$ cat src/rtl/chunk_acc_pkg.sv
`timescale 1ns/1ps
package chunk_acc_pkg;
  localparam int FP_W      = 32;
  localparam int TRUNC_W   = 5;
  localparam int MAX_TRUNC = 22;
  typedef logic [FP_W-1:0] fp32_t;
  localparam fp32_t QNAN     = 32'h7FC0_0000;
  localparam logic [30:0] CLAMP_HI = 31'h4FFF_C000;
  localparam logic [30:0] CLAMP_LO = 31'h3000_4000;
  localparam fp32_t CLAMP_RND = 32'h0000_2000;
  localparam fp32_t CLAMP_LOW = 32'h0000_3FFF;
endpackage

$ cat src/rtl/fca_fp32_add.sv
`timescale 1ns/1ps
module fca_fp32_add
  import chunk_acc_pkg::*;
(
  input  fp32_t a,
  input  fp32_t b,
  output fp32_t y
);
  function automatic logic [4:0] lead_zeros(input logic [26:0] v);
    logic [4:0] n;
    n = 5'd27;
    for (int i = 0; i < 27; i++) begin
      if (v[i]) n = 5'(26 - i);
    end
    return n;
  endfunction

  logic a_nan, b_nan, a_inf, b_inf, a_zero, b_zero, swap, sub;
  fp32_t ax, bx, big, sml;
  logic [7:0]  diff;
  logic [5:0]  shamt;
  logic [49:0] ext, shifted;
  logic [26:0] ma, mb, m;
  logic [27:0] sum28;
  logic [4:0]  lz;
  logic signed [9:0] e;
  logic        up;
  logic [24:0] mr;
  logic [22:0] frac;

  always_comb begin
    a_nan  = (a[30:23] == 8'hFF) && (a[22:0] != '0);
    b_nan  = (b[30:23] == 8'hFF) && (b[22:0] != '0);
    a_inf  = (a[30:23] == 8'hFF) && (a[22:0] == '0);
    b_inf  = (b[30:23] == 8'hFF) && (b[22:0] == '0);
    a_zero = (a[30:23] == 8'h00);
    b_zero = (b[30:23] == 8'h00);
    ax     = a_zero ? {a[31], 31'b0} : a;
    bx     = b_zero ? {b[31], 31'b0} : b;
    swap   = bx[30:0] > ax[30:0];
    big    = swap ? bx : ax;
    sml    = swap ? ax : bx;
    sub    = big[31] ^ sml[31];
    diff   = big[30:23] - sml[30:23];
    shamt  = (diff > 8'd40) ? 6'd40 : diff[5:0];
    ext    = (sml[30:23] == 8'h00) ? '0 : {1'b1, sml[22:0], 26'b0};
    shifted = ext >> shamt;
    mb     = {shifted[49:24], shifted[23] | (|shifted[22:0])};
    ma     = {1'b1, big[22:0], 3'b0};
    sum28  = sub ? ({1'b0, ma} - {1'b0, mb}) : ({1'b0, ma} + {1'b0, mb});
    e      = signed'({2'b00, big[30:23]});
    lz     = '0;
    if (!sub && sum28[27]) begin
      m = {sum28[27:2], sum28[1] | sum28[0]};
      e = e + 10'sd1;
    end else begin
      lz = lead_zeros(sum28[26:0]);
      m  = sum28[26:0] << lz;
      e  = e - signed'({5'b0, lz});
    end
    up = m[2] & (m[1] | m[0] | m[3]);
    mr = {1'b0, m[26:3]} + {24'b0, up};
    if (mr[24]) begin
      e    = e + 10'sd1;
      frac = mr[23:1];
    end else begin
      frac = mr[22:0];
    end
    if (a_nan || b_nan || (a_inf && b_inf && (a[31] != b[31])))
      y = QNAN;
    else if (a_inf)
      y = a;
    else if (b_inf)
      y = b;
    else if (ax[30:0] == '0 && bx[30:0] == '0)
      y = {ax[31] & bx[31], 31'b0};
    else if (sum28 == '0)
      y = '0;
    else if (e >= 10'sd255)
      y = {big[31], 8'hFF, 23'b0};
    else if (e <= 10'sd0)
      y = {big[31], 31'b0};
    else
      y = {big[31], e[7:0], frac};
  end
endmodule

$ cat src/rtl/fca_round_mask.sv
`timescale 1ns/1ps
module fca_round_mask
  import chunk_acc_pkg::*;
(
  input  fp32_t              x,
  input  logic [TRUNC_W-1:0] t,
  output fp32_t              y
);
  fp32_t inc, keep;
  always_comb begin
    inc  = (t == '0) ? '0 : (fp32_t'(1) << (t - 1'b1));
    keep = ~((fp32_t'(1) << t) - fp32_t'(1));
    y    = (t == '0) ? x : ((x + inc) & keep);
  end
endmodule

$ cat src/rtl/fca_range_clamp.sv
`timescale 1ns/1ps
module fca_range_clamp
  import chunk_acc_pkg::*;
(
  input  logic  en,
  input  fp32_t x,
  output fp32_t y
);
  fp32_t r;
  always_comb begin
    r = (x + CLAMP_RND) & ~CLAMP_LOW;
    if (!en || x[30:23] == 8'hFF)
      y = x;
    else if (r[30:0] >= CLAMP_HI)
      y = {x[31], 8'hFF, 23'b0};
    else if (r[30:0] < CLAMP_LO)
      y = {x[31], 31'b0};
    else
      y = r;
  end
endmodule

$ cat src/rtl/chunk_trunc_acc.sv
`timescale 1ns/1ps
module chunk_trunc_acc
  import chunk_acc_pkg::*;
#(
  parameter int CHUNK_W   = 8,
  parameter int MIN_CHUNK = 16
) (
  input  logic               clk,
  input  logic               rst,
  input  logic               in_valid,
  input  logic [31:0]        in_data,
  input  logic               in_last,
  input  logic [TRUNC_W-1:0] cfg_trunc,
  input  logic [CHUNK_W-1:0] cfg_chunk,
  input  logic               cfg_order,
  input  logic               cfg_clamp,
  output logic               out_valid,
  output logic [31:0]        out_data
);
  localparam logic [CHUNK_W-1:0] MIN_K = CHUNK_W'(MIN_CHUNK);

  logic [CHUNK_W-1:0] cnt, k_eff;
  logic [TRUNC_W-1:0] t_eff;
  fp32_t inner, outer, sum_in, outer_c, chunk_rm, merge_b, merge_sum, merge_rm, merged;
  logic  boundary;

  assign k_eff    = (cfg_chunk < MIN_K) ? MIN_K : cfg_chunk;
  assign t_eff    = (cfg_trunc > TRUNC_W'(MAX_TRUNC)) ? TRUNC_W'(MAX_TRUNC) : cfg_trunc;
  assign boundary = in_last || (cnt == k_eff - 1'b1);

  fca_fp32_add    u_add_inner (.a(inner),   .b(in_data),  .y(sum_in));
  fca_range_clamp u_clamp     (.en(cfg_clamp), .x(outer), .y(outer_c));
  fca_round_mask  u_rm_chunk  (.x(sum_in),  .t(t_eff),    .y(chunk_rm));
  assign merge_b = cfg_order ? sum_in : chunk_rm;
  fca_fp32_add    u_add_merge (.a(outer_c), .b(merge_b),  .y(merge_sum));
  fca_round_mask  u_rm_merge  (.x(merge_sum), .t(t_eff),  .y(merge_rm));
  assign merged  = cfg_order ? merge_rm : merge_sum;

  always_ff @(posedge clk) begin
    if (rst) begin
      cnt       <= '0;
      inner     <= '0;
      outer     <= '0;
      out_valid <= 1'b0;
      out_data  <= '0;
    end else begin
      out_valid <= 1'b0;
      if (in_valid) begin
        if (boundary) begin
          cnt   <= '0;
          inner <= '0;
          if (in_last) begin
            outer     <= '0;
            out_valid <= 1'b1;
            out_data  <= merged;
          end else begin
            outer <= merged;
          end
        end else begin
          cnt   <= cnt + 1'b1;
          inner <= sum_in;
        end
      end
    end
  end

  AST_RESULT_STROBE: assert property (@(posedge clk) disable iff (rst)
    (in_valid && in_last) |=> out_valid);
  AST_NO_SPURIOUS_OUT: assert property (@(posedge clk) disable iff (rst)
    !(in_valid && in_last) |=> !out_valid);
  AST_CHUNK_BOUND: assert property (@(posedge clk) disable iff (rst)
    cnt < k_eff);
  AST_INNER_RESTART: assert property (@(posedge clk) disable iff (rst)
    (in_valid && boundary) |=> (inner == '0));
  AST_OUTER_RESTART: assert property (@(posedge clk) disable iff (rst)
    (in_valid && in_last) |=> (outer == '0));
  AST_LOW_BITS_CLEAR: assert property (@(posedge clk) disable iff (rst)
    (in_valid && in_last && cfg_order && t_eff != '0) |=>
      ((out_data & ((32'd1 << $past(t_eff)) - 32'd1)) == '0));
endmodule

$ cat config.mk
export PLATFORM = sky130hd
export DESIGN_NAME = chunk_trunc_acc
export DESIGN_NICKNAME = d
export VERILOG_FILES = /design/src/rtl/chunk_acc_pkg.sv /design/src/rtl/fca_fp32_add.sv /design/src/rtl/fca_round_mask.sv /design/src/rtl/fca_range_clamp.sv /design/src/rtl/chunk_trunc_acc.sv
export SDC_FILE = /design/constraint.sdc
export NUM_CORES = 2
export LEC_CHECK = 0
export BUFFER_PORTS_ARGS = -buffer_cell sky130_fd_sc_hd__buf_2
export CAP_MARGIN = 0
export CORE_ASPECT_RATIO = 2
export CORE_MARGIN = 2
export CORE_UTILIZATION = 40
export CTS_BUF_LIST = sky130_fd_sc_hd__clkbuf_4 sky130_fd_sc_hd__clkbuf_8
export CTS_CLUSTER_DIAMETER = 30
export DETAILED_ROUTE_END_ITERATION = 16
export SLEW_MARGIN = 20
export SYNTH_ARGS = -nofsm -noshare
export SYNTH_HDL_FRONTEND = slang
export SYNTH_HIERARCHICAL = 1
export SYNTH_SLANG_ARGS = --single-unit
$ cat constraint.sdc
create_clock -name clk -period 97.8 [get_ports clk]
set_input_delay 9.78 -clock clk [delete_from_list [all_inputs] [get_ports clk]]
set_output_delay 9.78 -clock clk [all_outputs]
set_load 0.02 [all_outputs]
======== Word-level counts from Yosys, hierarchy flattened ========
Cells that the tools add are included.
word-level totals
  register bits ........................... 105
  input port bits ......................... 51
  output and inout port bits .............. 33
  word-level logic and storage cells ...... 228
operators by class
  add/subtract/negate cells ............... 21
  $lt $le $gt $ge ......................... 12
  equality and inequality tests ........... 8
  shift operators ......................... 6
  muxes and demuxes ....................... 106
  bitwise operators ....................... 19
  reduce and logical (&&, ||, !) cells .... 51
operator list
  cell                                              count
  2-to-1 mux 32 bit                                 24
  2-to-1 mux 31 bit                                 8
  2-to-1 mux 5 bit                                  35
  zero test 31 bit                                  4
  2-to-1 mux 50 bit                                 2
  >> shifter 50 x 6 -> 50 bit                       2
  zero test 23 bit                                  4
  nonzero test 23 bit                               4
  adder 32 bit                                      2
  AND 32 bit                                        2
  2-to-1 mux 4 bit                                  16
  << shifter 1 x 5 -> 32 bit, first input constant  2
  > comparator 31 bit                               2
  adder 27 x 27 -> 28 bit                           2
  zero test 28 bit                                  2
  2-to-1 mux 28 bit                                 2
  subtractor 27 x 27 -> 28 bit                      2
  2-to-1 mux 27 bit                                 2
  << shifter 27 x 5 -> 27 bit                       2
  adder 24 x 1 -> 25 bit                            2
  zero test 8 bit                                   6
  2-to-1 mux 23 bit                                 2
  OR reduction 23 bit                               2
  == test 8 bit, second input constant              5
  other kinds (35)                                  87

======== Logic depth before layout (Yosys ltp) ========
  depth in word-level cells ............... 119
  depth in mapped cells ................... 186
  depth with buffers taken out ............ 162

======== Hierarchy ========
The synthesis kept the hierarchy.
modules (own cells, without submodules)
  module                       times used  cells each  area each (um^2)  sequential area each (um^2)
  fca_fp32_add at u_add_inner  1           1975        12587.1           0.0
  fca_fp32_add at u_add_merge  1           2004        12421.9           0.0
  fca_round_mask               2           440         2728.9            0.0
  chunk_trunc_acc              1           428         4534.3            2102.0
  fca_range_clamp              1           197         1267.5            0.0

======== Least setup slack after synthesis ========
OpenSTA, ideal clock, no wires.
  kind .................................... input-to-reg
  from .................................... in in_data[25]
  to ...................................... reg out_data[30]
  library setup time ...................... 0.133 ns
  arrival ................................. 43.822 ns
  required time ........................... 97.667 ns
  setup slack ............................. 53.845 ns
  stages on the path ...................... 173
  buffers on the path ..................... 29
  path through ............................ clkbuf_1 > nor4_2 > nand2_1 > clkbuf_1 > clkbuf_1 > and2_1 > ha_1 > nand4_1 > or4_1 > or3_4 > o31ai_4 > buf_2 > clkbuf_1 > buf_1 > buf_1 > clkbuf_1 > a2bb2oi_1 > ha_1 > [137 not listed] > nand2_1 > or3_1 > or4_1 > a22o_1 > nand3_1 > buf_4 > nor3_1 > fa_1 > and2_1 > o21ai_1 > o21a_4 > o21ai_1 > a221o_1 > a41oi_2 > xnor2_1 > a22o_1 > mux2i_1 > a211oi_1
between the ends
  word-level cells in the longest chain between the ends .. 118
  elaborated cells on any way between the ends .. 169
  classes of those cells .................. add/sub: 16; order compare: 8; eq/ne: 3; shift: 4; mux: 94; bitwise: 14; reduce/logical: 30
RTL lines
  what                                  line                                    RTL
  start, declared                       chunk_trunc_acc.sv:11                   input logic [31:0] in_data,
  zero test 8 bit                       fca_fp32_add.sv:37                      b_zero = (b[30:23] == 8'h00);
  2-to-1 mux 31 bit                     fca_fp32_add.sv:39                      bx = b_zero ? {b[31], 31'b0} : b;
  > comparator 31 bit                   fca_fp32_add.sv:40                      swap = bx[30:0] > ax[30:0];
  2-to-1 mux 32 bit (on tied branches)  fca_fp32_add.sv:41, fca_fp32_add.sv:42
  subtractor 8 bit                      fca_fp32_add.sv:44                      diff = big[30:23] - sml[30:23];
  > comparator 8 x 6 -> 1 bit           fca_fp32_add.sv:45                      shamt = (diff > 8'd40) ? 6'd40 : diff[5:0];
  2-to-1 mux 6 bit                      fca_fp32_add.sv:45
  >> shifter 50 x 6 -> 50 bit           fca_fp32_add.sv:47                      shifted = ext >> shamt;
  [47 not listed]                       --
  net sum_in[0]                         chunk_trunc_acc.sv:24                   fp32_t inner, outer, sum_in, outer_c, chunk_rm, merge_b, merge_sum, merge_rm, merged;
  [3 not listed]                        --
  net chunk_rm[28]                      chunk_trunc_acc.sv:24
  [1 not listed]                        --
  net merge_b[28]                       chunk_trunc_acc.sv:24
  [53 not listed]                       --
  2-to-1 mux 32 bit                     fca_fp32_add.sv:71                      else if (a_inf)
  2-to-1 mux 32 bit (*)                 fca_fp32_add.sv:69                      if (a_nan || b_nan || (a_inf && b_inf && (a[31] != b[31])))
  net merge_sum[1]                      chunk_trunc_acc.sv:24
  adder 32 bit (*)                      fca_round_mask.sv:13                    y = (t == '0) ? x : ((x + inc) & keep);
  AND 32 bit (*)                        fca_round_mask.sv:13
  2-to-1 mux 32 bit (*)                 fca_round_mask.sv:13
  net merge_rm[30]                      chunk_trunc_acc.sv:24
  2-to-1 mux 32 bit (*)                 chunk_trunc_acc.sv:37                   assign merged = cfg_order ? merge_rm : merge_sum;
  end signal, assigned                  chunk_trunc_acc.sv:55                   out_data <= merged;
  end, declared                         chunk_trunc_acc.sv:18                   output logic [31:0] out_data
Mark *: on every way through the listed nets, which the timed path passes. The rest lies on a longest branch. The select of a mux whose other input is x is not followed.
A chain may end at the register's enable or synchronous reset.

======== Worst setup path after layout ========
  from .................................... in in_data[28]
  to ...................................... reg out_data[28]
The elaborated chain is that of the path after synthesis.

==> reports/qor_table.md <==
| Group | Result | This run |
| --- | --- | --- |
| routing | Number of optimization iterations in the first detailed-route pass | 8 |
| critical path | Worst R2R Path Depth | 135 |
| placement | HPWL reported at the end of detailed placement | 173.2 mm |
| floorplanning | Number of placed I/O pins | 84 |
| logic synthesis | Number of standard cells after synthesis | 5484 |
| logic synthesis | Sequential element share of the synthesized area | 5.796% |
| critical path | Cell with the most instances on the worst path | sky130_fd_sc_hd__a21oi_1 |
| logic synthesis | Share of the synthesized area in the top cell type | 7.900% |
| logic synthesis | Count of state elements after synthesis | 105 |
| logic synthesis | Top_reg_cell synth | sky130_fd_sc_hd__dfxtp_1 |
| sta | Setup repair after global routing missed its margin | no |
| critical path | Critical Path Source Type | input pin |
| clock tree | Hold buffer count at CTS | 0 |
| global routing | Global-route total usage across every layer | 46.25% |
| critical path | Source of the worst register-to-register timing path | inner[23] |
| critical path | CP Class | input pin to flop |
| clock tree | CTS max path bufs | 2 |
| global routing | Maximum number of pins on one net before global-route repair | 65 |
| logic synthesis | Count of distinct cell types in the synthesized netlist | 149 |
| critical path | Reg-to-reg critical path endpoint | out_data[28] |
| clock tree | Clock H-tree levels | 3 |
| global routing | Overflow after GRT | 0 |
| floorplanning | Vertical die dimension | 429.8 um |
| finish | Fin nets | 5630 |
| placement | GP Congestion | 1.111 |
| sta | Slew Limit Fails | 0 |
| routing | DRC violation count after routing | 0 |
| flow run | Max-capacitance violation count | 0 |
| floorplanning | Die W | 216.9 um |
| logic synthesis | Number of enable-type register cells in the synthesized netlist | 0 |
| sta | Achievable clock frequency | 18.36 MHz |
| critical path | Cell with the largest stage delay on the worst path | sky130_fd_sc_hd__nor4_1 |
| sta | Hold Fails Final Rpt | 0 |
| clock tree | Cell at the root of the clock tree | sky130_fd_sc_hd__clkbuf_8 |
| clock tree | Sinks on Clock Net | 105 |
| clock tree | Clock tree from TritonCTS | done |
| sta | Final setup violation count | 0 |
| logic synthesis | Synthesized cell area | 0.03627 mm^2 |
| floorplanning | Initial Util | 40.22% |
| clock tree | Total setup buffers inserted after CTS | 0 |
| routing | First-iteration detailed-routing DRC count | 4245 |
| clock tree | Clock-pin transition on the worst setup and hold timing paths | 0.13 ns |
| logic synthesis | Synthesis warning total | 6 |
| sta | Pin slew with the least headroom to its limit | 1.287 ns |
| global routing | Antenna violations before repair | 23 |
| floorplanning | Number of standard-cell rows in the floorplan | 156 |
| sta | Normalized max-slew margin | 13.08% |
| global routing | Via count of the first global-routing pass | 46180 |
| worst hold path | Classification of the worst-slack hold path | flop to flop |
| clock tree | Skew-Pair Late Insertion Delay | 0.45 ns |
| logic synthesis | Leading area contributor after synthesis | sky130_fd_sc_hd__ha_1 |
| routing | Final routed wirelength across all metal layers | 221.4 mm |
| sta | Clock Skews | 0.02816 ns |
| critical path | Worst setup EP type | flop |
| sta | Post-route minimum period | 54.46 ns |
| status | Result of the run | completed |
| floorplanning | Area of the core | 0.09018 mm^2 |
| clock tree | Cts bufs inserted | 9 |
| sta | Post-route fraction of the period consumed by the critical path | 55.68% |
| critical path | Reg2Reg Setup Slack | 52.85 ns |
| critical path | Required time of the worst setup path | 98.16 ns |
| routing | Detailed-route wire length per cell | 33.80 um |
| clock tree | PostCTS Resize Cnt | 0 |
| logic synthesis | Async SR Flop Fraction | 0% |
| floorplanning | Area enclosed by the die boundary | 0.09324 mm^2 |
| routing | Vias | 46580 |
| routing | Post-route antenna net violation count | 0 |
| global routing | Global-route wire length before repair | 317.2 mm |
| logic synthesis | Average footprint of a synthesized cell | 6.614 um^2 |
| finish | Layout cells sized above 1 | 10.15% |
| critical path | Crit path DAT | 54.82 ns |
| logic synthesis | Leading cell types by total area after synthesis | sky130_fd_sc_hd__ha_1 (7.9%), sky130_fd_sc_hd__nand2_1 (6.9%), sky130_fd_sc_hd__dfxtp_1 (5.8%) |
| finish | Final-layout fill cell count | 10050 |
| critical path | Crit path to | out_data[28] |
| logic synthesis | Synthesized net count | 5770 |
| critical path | Worst stage delay on the critical path | 0.93 ns |
| sta | Setup TNS | 0 ns |
| routing | Via count normalized by instance count | 7.113 |
| critical path | Launching instance or port of the critical path | in_data[28] |
| finish | P&R area growth vs syn | 4.395% |
| placement | Number of buffers inserted by port buffering | 83 |
| critical path | Largest fanout of any net on the critical path | 41 |
-- metrics by stage --
step	hold slack [ns]	cells	setup slack [ns]	instance area, um^2	utilization (%)
CTS	0.4749	6530	45.36	37730	41.84
finish	0.4745	6549	43.34	37860	41.99
global route	0.4861	6535	41.36	37830	41.95
floorplan	0.4247	5484	53.85	36270	-
detailed placement	0.4412	6515	45.12	37520	41.61
global placement	0.4391	6515	45.10	37520	41.61
-- cells by family after synthesis --
kind of cell / Yosys count / synth area share (%)
xor+xnor: 201 / 4.895
mux: 205 / 6.096
fa+ha+maj: 246 / 8.535
buf+inv: 616 / 7.455
compound gates: 1905 / 36.93
simple gates: 2206 / 30.29
flops: 105 / 5.796
-- layout make-up --
class	instances	area [um^2]	area share, %
Antenna cell	16	40.04	0.1057
Clock buffer	9	123.9	0.3272
Clock inverter	6	86.33	0.2280
Inverter	241	907.1	2.396
Multi-Input combinational cell	4763	31640	83.56
Sequential cell	105	2102	5.552
Tap cell	1185	1483	3.916
Timing Repair Buffer	224	1484	3.919
-- worst min-delay path by stage --
| stage | slack, ns | end | startpoint | cells past startpoint |
|---|---|---|---|---|
| 3_3_place_gp | 0.44 | outer[2] | outer[2] | 1 |
| 3_5_place_dp | 0.44 | outer[8] | outer[8] | 1 |
| 6_report | 0.47 | outer[8] | outer[8] | 1 |
| 5_1_grt | 0.49 | outer[2] | outer[2] | 1 |
| 2_1_floorplan | 0.42 | outer[10] | outer[10] | 1 |
| 4_1_cts | 0.47 | outer[8] | outer[8] | 1 |
-- Yosys cell counts, types with 57 or more instances --
cell type	n
sky130_fd_sc_hd__a211oi_1	130
sky130_fd_sc_hd__a21o_1	75
sky130_fd_sc_hd__a21oi_1	396
sky130_fd_sc_hd__a22o_1	71
sky130_fd_sc_hd__a31oi_1	89
sky130_fd_sc_hd__and2_1	63
sky130_fd_sc_hd__buf_2	57
sky130_fd_sc_hd__clkbuf_1	243
sky130_fd_sc_hd__dfxtp_1	105
sky130_fd_sc_hd__ha_1	229
sky130_fd_sc_hd__inv_1	231
sky130_fd_sc_hd__mux2i_1	146
sky130_fd_sc_hd__nand2_1	666
sky130_fd_sc_hd__nand2b_1	58
sky130_fd_sc_hd__nand3_1	155
sky130_fd_sc_hd__nand4_1	78
sky130_fd_sc_hd__nor2_1	511
sky130_fd_sc_hd__nor2b_1	68
sky130_fd_sc_hd__nor3_1	195
sky130_fd_sc_hd__nor4_1	79
sky130_fd_sc_hd__o211ai_1	59
sky130_fd_sc_hd__o21ai_0	341
sky130_fd_sc_hd__xnor2_1	129
sky130_fd_sc_hd__xor2_1	70
-- per-layer routing --
layer  GRT usage, %  vias up  routed length [um]
met5         0.2116        -                 113
met2          80.03     2756              107400
li1               -    20360                   -
met1          36.62    21980               62800
met4          58.12       16               33920
met3          15.26     1469               17190
-- critical path, delay by kind of cell --
family / cells / cell delay (ns)
xor gates and xnor gates: 4 / 0.82
and+or+nand+nor: 46 / 18.66
adders and majority gates: 10 / 3.15
muxes: 2 / 0.47
buffers and inverters: 7 / 1.90
AOI/OAI and AO/OA: 67 / 19.87
-- state kept, by name (all words and copies together) (netlist names) --
register and flops:
outer 32, inner 32, out_data 32, out_valid 1, cnt 8
-- cell usage in the layout, fill, tap and decap left out, drive strengths merged, types with 71 or more instances in the layout --
cell type / n
nor2: 518
ha: 229
o21ai: 392
xnor2: 131
a21oi: 401
a21o: 75
buf: 223
nand2: 666
nor4: 88
inv: 240
nand3: 156
a31oi: 90
dfxtp: 105
nand4: 80
a22o: 71
a211oi: 146
mux2i: 147
nor3: 229
Power is not shown: default switching activity piles up to over one toggle a cycle in this logic, so the estimate is an artifact.
